[config.mk]
export PLATFORM = sky130hd
export DESIGN_NAME = oam_dma_engine
export DESIGN_NICKNAME = d
export VERILOG_FILES = /design/src/rtl/oam_dma_engine.sv
export SDC_FILE = /design/constraint.sdc
export NUM_CORES = 1
export LEC_CHECK = 0
export ABC_AREA = 1
export CORE_MARGIN = 2
export CORE_UTILIZATION = 40
export CTS_BUF_LIST = sky130_fd_sc_hd__clkbuf_2 sky130_fd_sc_hd__clkbuf_4 sky130_fd_sc_hd__clkbuf_8
export DETAILED_ROUTE_END_ITERATION = 7
export DONT_BUFFER_PORTS = 1
export GPL_ROUTABILITY_DRIVEN = 0
export PLACE_DENSITY = 0.64
export REMOVE_ABC_BUFFERS = 1
export SETUP_SLACK_MARGIN = 0.3
export SKIP_LAST_GASP = 1
export SYNTH_ARGS = -nofsm -noshare
export SYNTH_HDL_FRONTEND = slang
export SYNTH_SLANG_ARGS = --single-unit
[constraint.sdc]
create_clock -name clk -period 1.8 [get_ports clk]
set_clock_uncertainty 0.1 [all_clocks]
set_input_delay 0.36 -clock clk [delete_from_list [all_inputs] [get_ports clk]]
set_output_delay 0.36 -clock clk [all_outputs]
set_load 0.01 [all_outputs]
[src/rtl/oam_dma_engine.sv]
`timescale 1ns/1ps
module oam_dma_engine #(
  parameter int ADDR_W    = 16,
  parameter int DATA_W    = 8,
  parameter int XFER_LEN  = 160,
  parameter int FIRST_LAT = 8,
  parameter int BYTE_GAP  = 4,
  parameter logic [DATA_W-1:0] MAX_PAGE = 8'hF1,
  parameter logic [ADDR_W-1:0] HRAM_LO  = 16'hFF80,
  parameter logic [ADDR_W-1:0] HRAM_HI  = 16'hFFFE
) (
  input  logic              clk,
  input  logic              rst_n,
  input  logic              trig_valid,
  input  logic [DATA_W-1:0] trig_page,
  output logic              busy,
  output logic [ADDR_W-1:0] mem_rd_addr,
  input  logic [DATA_W-1:0] mem_rd_data,
  output logic              oam_we,
  output logic [$clog2(XFER_LEN)-1:0] oam_addr,
  output logic [DATA_W-1:0] oam_wdata,
  input  logic [ADDR_W-1:0] cpu_addr,
  input  logic              cpu_wr,
  input  logic [DATA_W-1:0] cpu_wdata,
  output logic [DATA_W-1:0] cpu_rdata,
  output logic [ADDR_W-1:0] bus_addr,
  output logic              bus_wr,
  output logic [DATA_W-1:0] bus_wdata,
  input  logic [DATA_W-1:0] bus_rdata
);
  localparam int IDX_W = $clog2(XFER_LEN);
  localparam int CNT_W = $clog2(FIRST_LAT + BYTE_GAP);
  localparam int LOW_W = ADDR_W - DATA_W;

  logic [DATA_W-1:0] page_q;
  logic [IDX_W-1:0]  idx_q;
  logic [CNT_W-1:0]  wait_q;
  logic              start, step, last, in_hram, blocked;

  assign start = trig_valid && (trig_page <= MAX_PAGE);
  assign step  = busy && (wait_q == '0) && !start;
  assign last  = step && (idx_q == IDX_W'(XFER_LEN - 1));

  always_ff @(posedge clk) begin
    if (!rst_n) begin
      busy   <= 1'b0;
      page_q <= '0;
      idx_q  <= '0;
      wait_q <= '0;
    end else if (start) begin
      busy   <= 1'b1;
      page_q <= trig_page;
      idx_q  <= '0;
      wait_q <= CNT_W'(FIRST_LAT - 1);
    end else if (step) begin
      if (last) busy <= 1'b0;
      else      idx_q <= idx_q + 1'b1;
      wait_q <= CNT_W'(BYTE_GAP - 1);
    end else if (busy) begin
      wait_q <= wait_q - 1'b1;
    end
  end

  assign mem_rd_addr = {page_q, {LOW_W{1'b0}}} + ADDR_W'(idx_q);
  assign oam_we      = step;
  assign oam_addr    = idx_q;
  assign oam_wdata   = mem_rd_data;

  assign in_hram   = (cpu_addr >= HRAM_LO) && (cpu_addr <= HRAM_HI);
  assign blocked   = busy && !in_hram;
  assign bus_addr  = cpu_addr;
  assign bus_wdata = cpu_wdata;
  assign bus_wr    = cpu_wr && !blocked;
  assign cpu_rdata = blocked ? '1 : bus_rdata;
endmodule

# [Word level (Yosys, flattened, before mapping)]
# Cells that the tools add are included.
[word_totals] register_bits=21 in_bits=52 output_inout_bits=67 elab_cells=39
[classes] addsub=3 n_lt_le_gt_ge=3 n_eq_ne=1 n_mux=7 bitwise_logic=2 n_reduce_logical=18
[ops] op="$add 16x8->16" count=1
[ops] op="$ge 16x16->1 const B" count=1
[ops] op="$le 16x16->1 const B" count=1
[ops] op="$mux 3" count=3
[ops] op="$add 8x1->8 const B" count=1
[ops] op="$eq 8x8->1 const B" count=1
[ops] op="$le 8x8->1 const B" count=1
[ops] op="$mux 8" count=1
[ops] op="$logic_and 1x1->1" count=7
[ops] op="$logic_not 4->1" count=1
[ops] op="$reduce_and 2->1" count=2
[ops] op="$reduce_bool 2->1" count=2
[ops] op="$sub 4x1->4 const B" count=1
[ops] op="$logic_not 1->1" count=3
[ops] op="$mux 1" count=3
[ops] op="$reduce_bool 3->1" count=1
[ops] op="$reduce_or 3->1" count=1
[ops] op="$not 1->1" count=2
[ops] op="$reduce_or 2->1" count=1

# [Depth between registers and ports, before layout]
# Gate-level depths: netlist of run 1.
[logic_depth] ltp_word=8 depth_mapped=8

# [Worst setup path before layout of run 1]
# No wires, ideal clock.
[synth_timing] kind="reg-to-reg" startpoint="reg idx_q[0] (netlist: oam_addr[0])" endpoint="reg idx_q[4] (netlist: oam_addr[4])" arrival_ps=1363 required_ps=1629 path_slack_ps=266 path_stages_with_launch=8 n_path_buf=0 synth_period_minus_slack_ps=1534 cell_sequence="dfxtp_1 ha_1 inv_1 nor2_4 nand3_4 nand3_4 nand2_1 a21oi_1"
[synth_via] elab_chain_len=4 word_cells_on_any_way=5 classes_between="add/sub (1); eq/ne (1); bitwise (1); reduce/logical (2)"
[synth_lines] item="start, declared" line_no="36" source="logic [IDX_W-1:0] idx_q;"
[synth_lines] item="start signal, assigned" line_no="57" source="else idx_q <= idx_q + 1'b1;"
[synth_lines] item="parallel branches: the longest is 4 deep, another holds $add 8x1->8"
# Parallel ways; which one is timed is not known.
# A chain may end at the register's enable or synchronous reset.

# [Worst setup path after layout of run 1]
[layout_timing] startpoint="reg wait_q[0]" endpoint="out oam_we"
[layout_via] elab_chain_len=3
[layout_lines] item="start, declared" line_no="37" source="logic [CNT_W-1:0] wait_q;"
[layout_lines] item="start signal, assigned" line_no="54" source="wait_q <= CNT_W'(FIRST_LAT - 1);"
[layout_lines] item="start signal, assigned" line_no="58" source="wait_q <= CNT_W'(BYTE_GAP - 1);"
[layout_lines] item="start signal, assigned" line_no="60" source="wait_q <= wait_q - 1'b1;"
[layout_lines] item="$logic_not 4->1" line_no="41" source="assign step = busy && (wait_q == '0) && !start;"
[layout_lines] item="$logic_and 1x1->1 (2 in series)" line_no="41"
[layout_lines] item="end, declared" line_no="19" source="output logic oam_we,"
# Every way passes these cells.

==> impl_metrics.py, run 1 <==
metrics = {
    "route": {
        "drc_errors": 0,
        "dr.pass1.iters": 4,
        "wl_per_cell_microns": 13.8,
        "viasPerCell": 5.09,
        "initialDrtViolationCount": 25,
        "routed_wl_microns": 3200,
        "via_count": 1175,
        "antenna_left": 0,
    },
    "clock_tree": {
        "h-tree-depth": 1,
        "cts.sinks": 21,
        "clkTransAtPathRegs_ps": 80,
        "cts_buffer_depth": 2,
        "clk_latency_ps": 260,
        "cts_root_buf": "clkbuf_8",
        "numCtsBuffers": 3,
        "cts_tree": "built",
        "cts_hold_buf": 0,
    },
    "global_routing": {
        "grt_usage_pct": 15.4,
        "grt_overflow": 0,
        "grt_max_degree": 14,
        "grt_pass1_vias": 1107,
        "antenna_found_initial": 0,
        "grt_first_pass_wirelength_microns": 5070,
    },
    "power": {
        "cellPowerDensity_nw_per_um2": 666,
        "vdd_drop_max_mv": 0.499,
        "power_uw": 973,
        "p_leak_uw": 0.000600,
    },
    "layout": {
        "n_antenna_cell": 0,
        "final_common_cell": "nand2_1",
        "area_growth_pct": -1.77,
        "postLayoutCoreUtil_pct": 40.5,
        "mostFrequentLayoutCells": "nand2_1, nor2_1, dfxtp_1",
        "drive_above_1_share_pct": 27.9,
        "num-fill-cells": 381,
        "fin_nets": 239,
    },
    "worst_setup_path": {
        "cp_num_buf_inv": 1,
        "arrival_ps": 1140,
        "slowest_stage": "dfxtp_2",
        "crit_type": "flop to primary output",
        "reg2reg_setup_slack_ps": 300,
        "startpoint_type": "flop",
        "path_cells": "inv_2, ha_4, nand3b_4, a21oi_4",
        "r2r_end": "oam_addr[6]",
        "crit_required_ps": 1340,
        "critPathCaptureType": "primary output",
        "path_max_fanout": 6,
        "critPathMaxStageDelay_ps": 330,
        "rr_worst_depth": 9,
        "cp_top_family": "flip-flops",
        "r2r_start": "wait_q[0]",
    },
    "logic_synthesis": {
        "synth.distinct_cells": 26,
        "seq_area_frac_synth_pct": 28.3,
        "syn-instance-count": 209,
        "avgSynthCellArea_sq_um": 7.12,
        "synth_area_sq_um": 1490,
        "synth.largest_area_cell": "dfxtp_1",
        "yosys_warnings": 0,
        "synthTopCellsByArea": "dfxtp_1, buf_4, nand2_1",
        "yosys.area.top_type_share_pct": 28.3,
        "synth-seq-cells": 21,
    },
    "placement": {
        "hpwl_microns": 2310,
        "numPortBuffers": 0,
    },
    "sta": {
        "period_minus_slack_ps": 1600,
        "slew_violations": 0,
        "holdWs_ps": 124,
        "fin_crit_sh_pct": 88.8,
        "finalSetupTns_ps": 0,
        "setup_violations": 0,
        "rsz0062_at_grt": "yes",
        "worst_pin_slew_ps": 368,
        "hold_viol": 0,
        "achievable-frequency_mhz": 626,
        "relSlewSlack_pct": 75.4,
    },
    "die": {
        "initial_utilization_pct": 41.3,
        "io_pins": 119,
        "fp.coreArea_sq_um": 3610,
        "dieArea_sq_um": 4220,
        "rows": 22,
        "die_w_microns": 65.0,
        "die_h_microns": 65.0,
    },
    "status": {
        "status": "finished clean",
    },
    "min_path": {
        "min_path_type": "input port to flop",
        "hp-start": "rst_n",
        "min_path_cells": 2,
        "whs_endpoint": "page_q[0]",
    },
    "job": {
        "cap_viol_max_count": 0,
    },
}
metrics by stage:
step           instances  area, sq um  setup WS [ps]
4_1_cts              230         1410            200
5_1_grt              231         1460            146
3_5_place_dp         221         1280            210
2_1_floorplan        165         1160            202
3_3_place_gp         221         1280            241
6_report             231         1460            202
cell families after synthesis:
kind of cell,synth area share [%]
AO/OA/AOI/OAI,10.1
adder cells (fa/ha/maj),2.52
flip-flops,28.3
XOR/XNOR,1.77
AND/OR/NAND/NOR,30.0
buffers and inverters,27.3
how the worst max path moves through the flow:
stage                      from      endpoint  cells after the start
global placement    cpu_addr[7]  cpu_rdata[4]                      5
finish                wait_q[0]        oam_we                      4
floorplan           oam_addr[0]   oam_addr[4]                      7
detailed placement  cpu_addr[7]  cpu_rdata[6]                      5
CTS                   wait_q[0]        oam_we                      4
global route          wait_q[0]        oam_we                      4
cells in the mapped netlist:
cell / count
nor2_4: 2
nor2_1: 21
a21oi_4: 1
inv_2: 1
a21oi_1: 12
buf_4: 40
o21ai_0: 12
inv_1: 18
nor3_1: 3
nand2_2: 2
a21boi_0: 1
buf_2: 1
nand4_1: 7
nand3b_1: 2
nand3_4: 2
dfxtp_1: 21
clkinv_1: 1
nand3b_4: 1
xnor2_1: 1
buf_6: 2
buf_1: 1
ha_1: 3
a31oi_1: 1
nand3_1: 10
nand2_1: 41
xor2_1: 2
cell type report:
class	instances	area [sq um]	share of cell area, %
multi-input cells	124	726	49.7
flip-flops and latches	21	425	29.1
clock buffers	3	41.3	2.83
inverters	20	80.1	5.48
well taps	48	60.1	4.11
clock inverters	1	7.51	0.514
repair buffers	14	121	8.30
report_power, final:
group / total (uW) / internal [uW] / switching [uW] / leakage [uW]
clock: 318 / 156 / 162 / 0.0000217
combinational: 145 / 55.0 / 90.1 / 0.000405
sequential: 509 / 488 / 21.3 / 0.000174
total: 973 / 699 / 274 / 0.000600
flip-flops by register name, summed over array words and instances (netlist names):
register  cells
busy          1
oam_addr      8
page_q        8
wait_q        4
timing repair:
item	in CTS	in global routing
pin swaps	3	4
gates cloned	0	0
setup endpoints to repair	17	19
gates resized for setup	15	16
buffers inserted	5	1
per-layer routing:
layer / routed length, microns / vias up / global-route usage, %
met2: 1650 / 88 / 27.6
li1: - / 577 / -
met5: 0 / - / 0
met1: 1190 / 504 / 15.7
met3: 325 / 6 / 7.99
met4: 38 / 0 / 3.99
No activity file was read; power rests on OpenSTA's default activity.
==> inputs of run 2 (changes only) <==
PLACE_DENSITY = 0.58   (was 0.64)
==> run 2 against run 1 <==
  * Count of clock-buffer cells in the layout unchanged
  * Critical path depth did not move
  * Setup slack worse by 3.0 ps
  * Largest power group unchanged
  * Highest routed layer unchanged
==> impl_metrics.py, run 2 (synthesis gave the netlist of run 1 again) <==
metrics = {
    "status": {
        "status": "finished clean",
    },
    "worst_setup_path": {
        "arrival_ps": 1140,
        "startpoint_type": "flop",
        "critPathMaxStageDelay_ps": 330,
        "crit_type": "flop to primary output",
        "slowest_stage": "dfxtp_2",
        "crit_required_ps": 1340,
        "critPathCaptureType": "primary output",
        "cp_top_family": "flip-flops",
        "path_max_fanout": 6,
        "cp_num_buf_inv": 1,
        "path_cells": "inv_2, ha_4, nand3b_4, a21oi_4",
    },
    "sta": {
        "achievable-frequency_mhz": 625,
        "slew_violations": 0,
        "hold_viol": 0,
        "period_minus_slack_ps": 1600,
        "finalSetupTns_ps": 0,
        "relSlewSlack_pct": 77.4,
        "fin_crit_sh_pct": 88.9,
        "setup_violations": 0,
        "holdWs_ps": 120,
        "rsz0062_at_grt": "yes",
        "layout_setup_ws_ps": 199,
        "worst_pin_slew_ps": 338,
    },
    "route": {
        "drc_errors": 0,
        "routed_wl_microns": 3270,
        "via_count": 1193,
        "initialDrtViolationCount": 27,
        "viasPerCell": 5.06,
        "antenna_left": 0,
        "dr.pass1.iters": 4,
        "wl_per_cell_microns": 13.9,
    },
    "clock_tree": {
        "cts_tree": "built",
        "clk_latency_ps": 260,
        "cts.sinks": 21,
        "cts_buffer_depth": 2,
        "cts_hold_buf": 0,
        "clkTransAtPathRegs_ps": 80,
        "numCtsBuffers": 3,
        "h-tree-depth": 1,
        "cts_root_buf": "clkbuf_8",
    },
    "global_routing": {
        "grt_usage_pct": 16.1,
        "antenna_found_initial": 0,
        "grt_max_degree": 14,
        "grt_overflow": 0,
        "grt_pass1_vias": 1203,
        "grt_first_pass_wirelength_microns": 5290,
    },
    "placement": {
        "dpl_worst_slack_ps": 214,
        "numPortBuffers": 0,
        "hpwl_microns": 2400,
    },
    "layout": {
        "final_common_cell": "nand2_1",
        "drive_above_1_share_pct": 25.5,
        "fin_nets": 244,
        "n_antenna_cell": 0,
        "area_growth_pct": -1.01,
        "postLayoutCoreUtil_pct": 40.8,
        "mostFrequentLayoutCells": "nand2_1, nor2_1, dfxtp_1",
    },
    "die": {
        "die_w_microns": 65.0,
        "initial_utilization_pct": 41.3,
        "io_pins": 119,
        "rows": 22,
        "dieArea_sq_um": 4220,
        "die_h_microns": 65.0,
        "fp.coreArea_sq_um": 3610,
    },
    "power": {
        "vdd_drop_max_mv": 0.315,
        "p_leak_uw": 0.000607,
        "cellPowerDensity_nw_per_um2": 666,
    },
    "job": {
        "cap_viol_max_count": 0,
    },
    "min_path": {
        "min_path_type": "input port to flop",
    },
}
## run 2: repair_timing
action,in CTS,in global routing
buffers inserted,4,5
setup endpoints to repair,17,19
pin swaps,2,5
resized for setup,14,9
gates cloned,0,1
## run 2: where the power goes
group	total [uW]	switching (uW)	internal [uW]
Sequential	511	23.1	488
Combinational	151	88.8	62.3
Clock	319	163	157
Total	981	275	707
## run 2: layout make-up
cell class	instances	area (sq um)
fillers	384	2130
multi-input cells	124	714
flip-flops and latches	21	424
repair buffers	19	144
inverters	20	81.3
well taps	48	60.1
clock buffers	3	41.3
clock inverters	1	7.51
## run 2: path summary, 6_finish.rpt
check	slack, ps	depth (start not counted)	start	endpoint
worst max-delay path	200	4	wait_q[1]	oam_we
worst min-delay path	120	2	rst_n	page_q[0]
worst max register to register	350	8	wait_q[0]	oam_addr[5]
worst min register to register	430	2	page_q[0]	page_q[0]
## run 2: per-layer routing
layer / routed length (microns) / GRT usage, % / vias up
met1: 1220 / 16.1 / 509
met3: 376 / 8.16 / 7
met4: 54 / 6.12 / 0
met2: 1620 / 27.7 / 93
li1: - / - / 584
met5: 0 / 5.56 / -
## run 2: metrics by stage
step	instances	total power, uW	instance area [sq um]
6_report	236	981	1470
4_1_cts	230	987	1400
5_1_grt	236	1040	1470
2_1_floorplan	165	612	1160
3_3_place_gp	222	640	1280
3_5_place_dp	222	641	1280
==> inputs of run 3 (changes only) <==
CTS_BUF_LIST = sky130_fd_sc_hd__clkbuf_8   (was sky130_fd_sc_hd__clkbuf_2 sky130_fd_sc_hd__clkbuf_4 sky130_fd_sc_hd__clkbuf_8)
REMOVE_ABC_BUFFERS = unset   (was 1)
==> run 3 against run 2 <==
  * Combinational power shrank 9%
  * Power is 3.2% lower
  * Clock power decreased by 5%
  * First-iteration DRC count rose by 15%
  * Register-to-register slack gained 30 ps
  * Core utilization shrank 1.8 points
  * Sequential power about the same
  * Critical endpoint unchanged
  * Largest power group unchanged
  * Final area is 4.5% lower
  * Sequential share of layout area is 1.4 points higher
  * Sequential cell count unchanged
==> impl_metrics.py, run 3 (synthesis gave the netlist of run 1 again) <==
metrics = {
    "status": {
        "status": "finished clean",
    },
    "worst_setup_path": {
        "crit_type": "flop to primary output",
        "crit_required_ps": 1340,
        "critPathMaxStageDelay_ps": 330,
        "startpoint_type": "flop",
        "path_max_fanout": 6,
        "cp_num_buf_inv": 1,
        "slowest_stage": "dfxtp_2",
        "path_cells": "inv_2, ha_4, nand3b_4, a21oi_4",
        "cp_top_family": "flip-flops",
        "arrival_ps": 1150,
        "critPathCaptureType": "primary output",
    },
    "clock_tree": {
        "cts.sinks": 21,
        "cts_tree": "built",
        "numCtsBuffers": 3,
        "cts_buffer_depth": 2,
        "cts_root_buf": "clkbuf_8",
        "clkTransAtPathRegs_ps": 70,
        "h-tree-depth": 1,
        "clk_latency_ps": 260,
        "cts_hold_buf": 0,
    },
    "power": {
        "cellPowerDensity_nw_per_um2": 675,
        "p_leak_uw": 0.000582,
        "power_uw": 950,
        "vdd_drop_max_mv": 0.370,
    },
    "global_routing": {
        "grt_first_pass_wirelength_microns": 4620,
        "grt_use_met1_pct": 16.4,
        "grt_max_degree": 13,
        "grt_overflow": 0,
        "grt_most_used_layer": "met2",
        "grtUsageMet2_pct": 22.9,
        "use_met3_pct": 3.82,
        "antenna_found_initial": 0,
        "grt_pass1_vias": 1044,
        "grt_usage_pct": 13.7,
    },
    "sta": {
        "period_minus_slack_ps": 1610,
        "achievable-frequency_mhz": 622,
        "fin_crit_sh_pct": 89.3,
        "finalSetupTns_ps": 0,
        "slew_violations": 0,
        "setup_violations": 0,
        "hold_viol": 0,
        "relSlewSlack_pct": 76.7,
        "worst_pin_slew_ps": 349,
        "rsz0062_at_grt": "yes",
    },
    "die": {
        "dieArea_sq_um": 4220,
        "initial_utilization_pct": 41.3,
        "rows": 22,
        "die_h_microns": 65.0,
        "io_pins": 119,
        "die_w_microns": 65.0,
        "fp.coreArea_sq_um": 3610,
    },
    "route": {
        "dr.pass1.iters": 4,
        "drc_errors": 0,
        "antenna_left": 0,
        "via_count": 1151,
        "wl_per_cell_microns": 12.4,
        "initialDrtViolationCount": 31,
        "routed_wl_microns": 2870,
        "viasPerCell": 4.98,
    },
    "layout": {
        "final_common_cell": "nand2_1",
        "mostFrequentLayoutCells": "nand2_1, nor2_1, dfxtp_1",
        "area_growth_pct": -5.47,
        "drive_above_1_share_pct": 21.3,
        "num-fill-cells": 396,
        "design_area_sq_um": 1410,
        "fin_cells": 231,
        "n_antenna_cell": 0,
        "fin_nets": 239,
    },
    "min_path": {
        "min_path_type": "input port to flop",
    },
    "job": {
        "cap_viol_max_count": 0,
    },
    "placement": {
        "dp.cells": 221,
        "hpwl_microns": 2090,
        "place_area_sq_um": 1280,
        "numPortBuffers": 0,
    },
    "logic_synthesis": {
        "syn_nets": 264,
    },
}
[run 3: area by class of cell]
| class | count | area, sq um | share of cell area (%) |
|---|---|---|---|
| clock buffers | 3 | 41.3 | 2.94 |
| flip-flops and latches | 21 | 424 | 30.2 |
| clock inverters | 1 | 5.00 | 0.356 |
| well taps | 48 | 60.1 | 4.27 |
| repair buffers | 13 | 97.6 | 6.94 |
| inverters | 20 | 78.8 | 5.60 |
| multi-input cells | 125 | 699 | 49.7 |
[run 3: routing by layer]
layer	share of wire (%)	up-vias
met4	0.80	0
met2	47	60
met1	44	514
li1	-	575
met5	0	-
met3	8.3	2
[run 3: path summary, 6_finish.rpt]
check	from	end	slack, ps	cells after the start
hold reg to reg	page_q[6]	page_q[6]	430	2
hold / removal	rst_n	page_q[3]	130	2
setup / recovery	wait_q[0]	oam_we	190	4
setup reg to reg	wait_q[0]	oam_addr[3]	380	8
[run 3: metrics by stage]
stage                     hold WS (ps)  util (%)  setup WS (ps)
after floorplan                    406         -            350
after global placement             401      35.5            240
after detailed placement           401      35.5            217
after CTS                          120      38.0            188
after global routing               129      39.0            133
final                              131      39.0            192
[run 3: where the power goes]
part	switching [uW]	internal, uW
registers	21.4	487
clock network	150	154
logic	84.9	52.1
[run 3: timing repair]
| action | in CTS | in global routing |
|---|---|---|
| cloned | 0 | 1 |
| resized for setup | 9 | 3 |
| setup endpoints to repair | 14 | 18 |
| setup buffers | 3 | 2 |
| pin swaps | 1 | 4 |
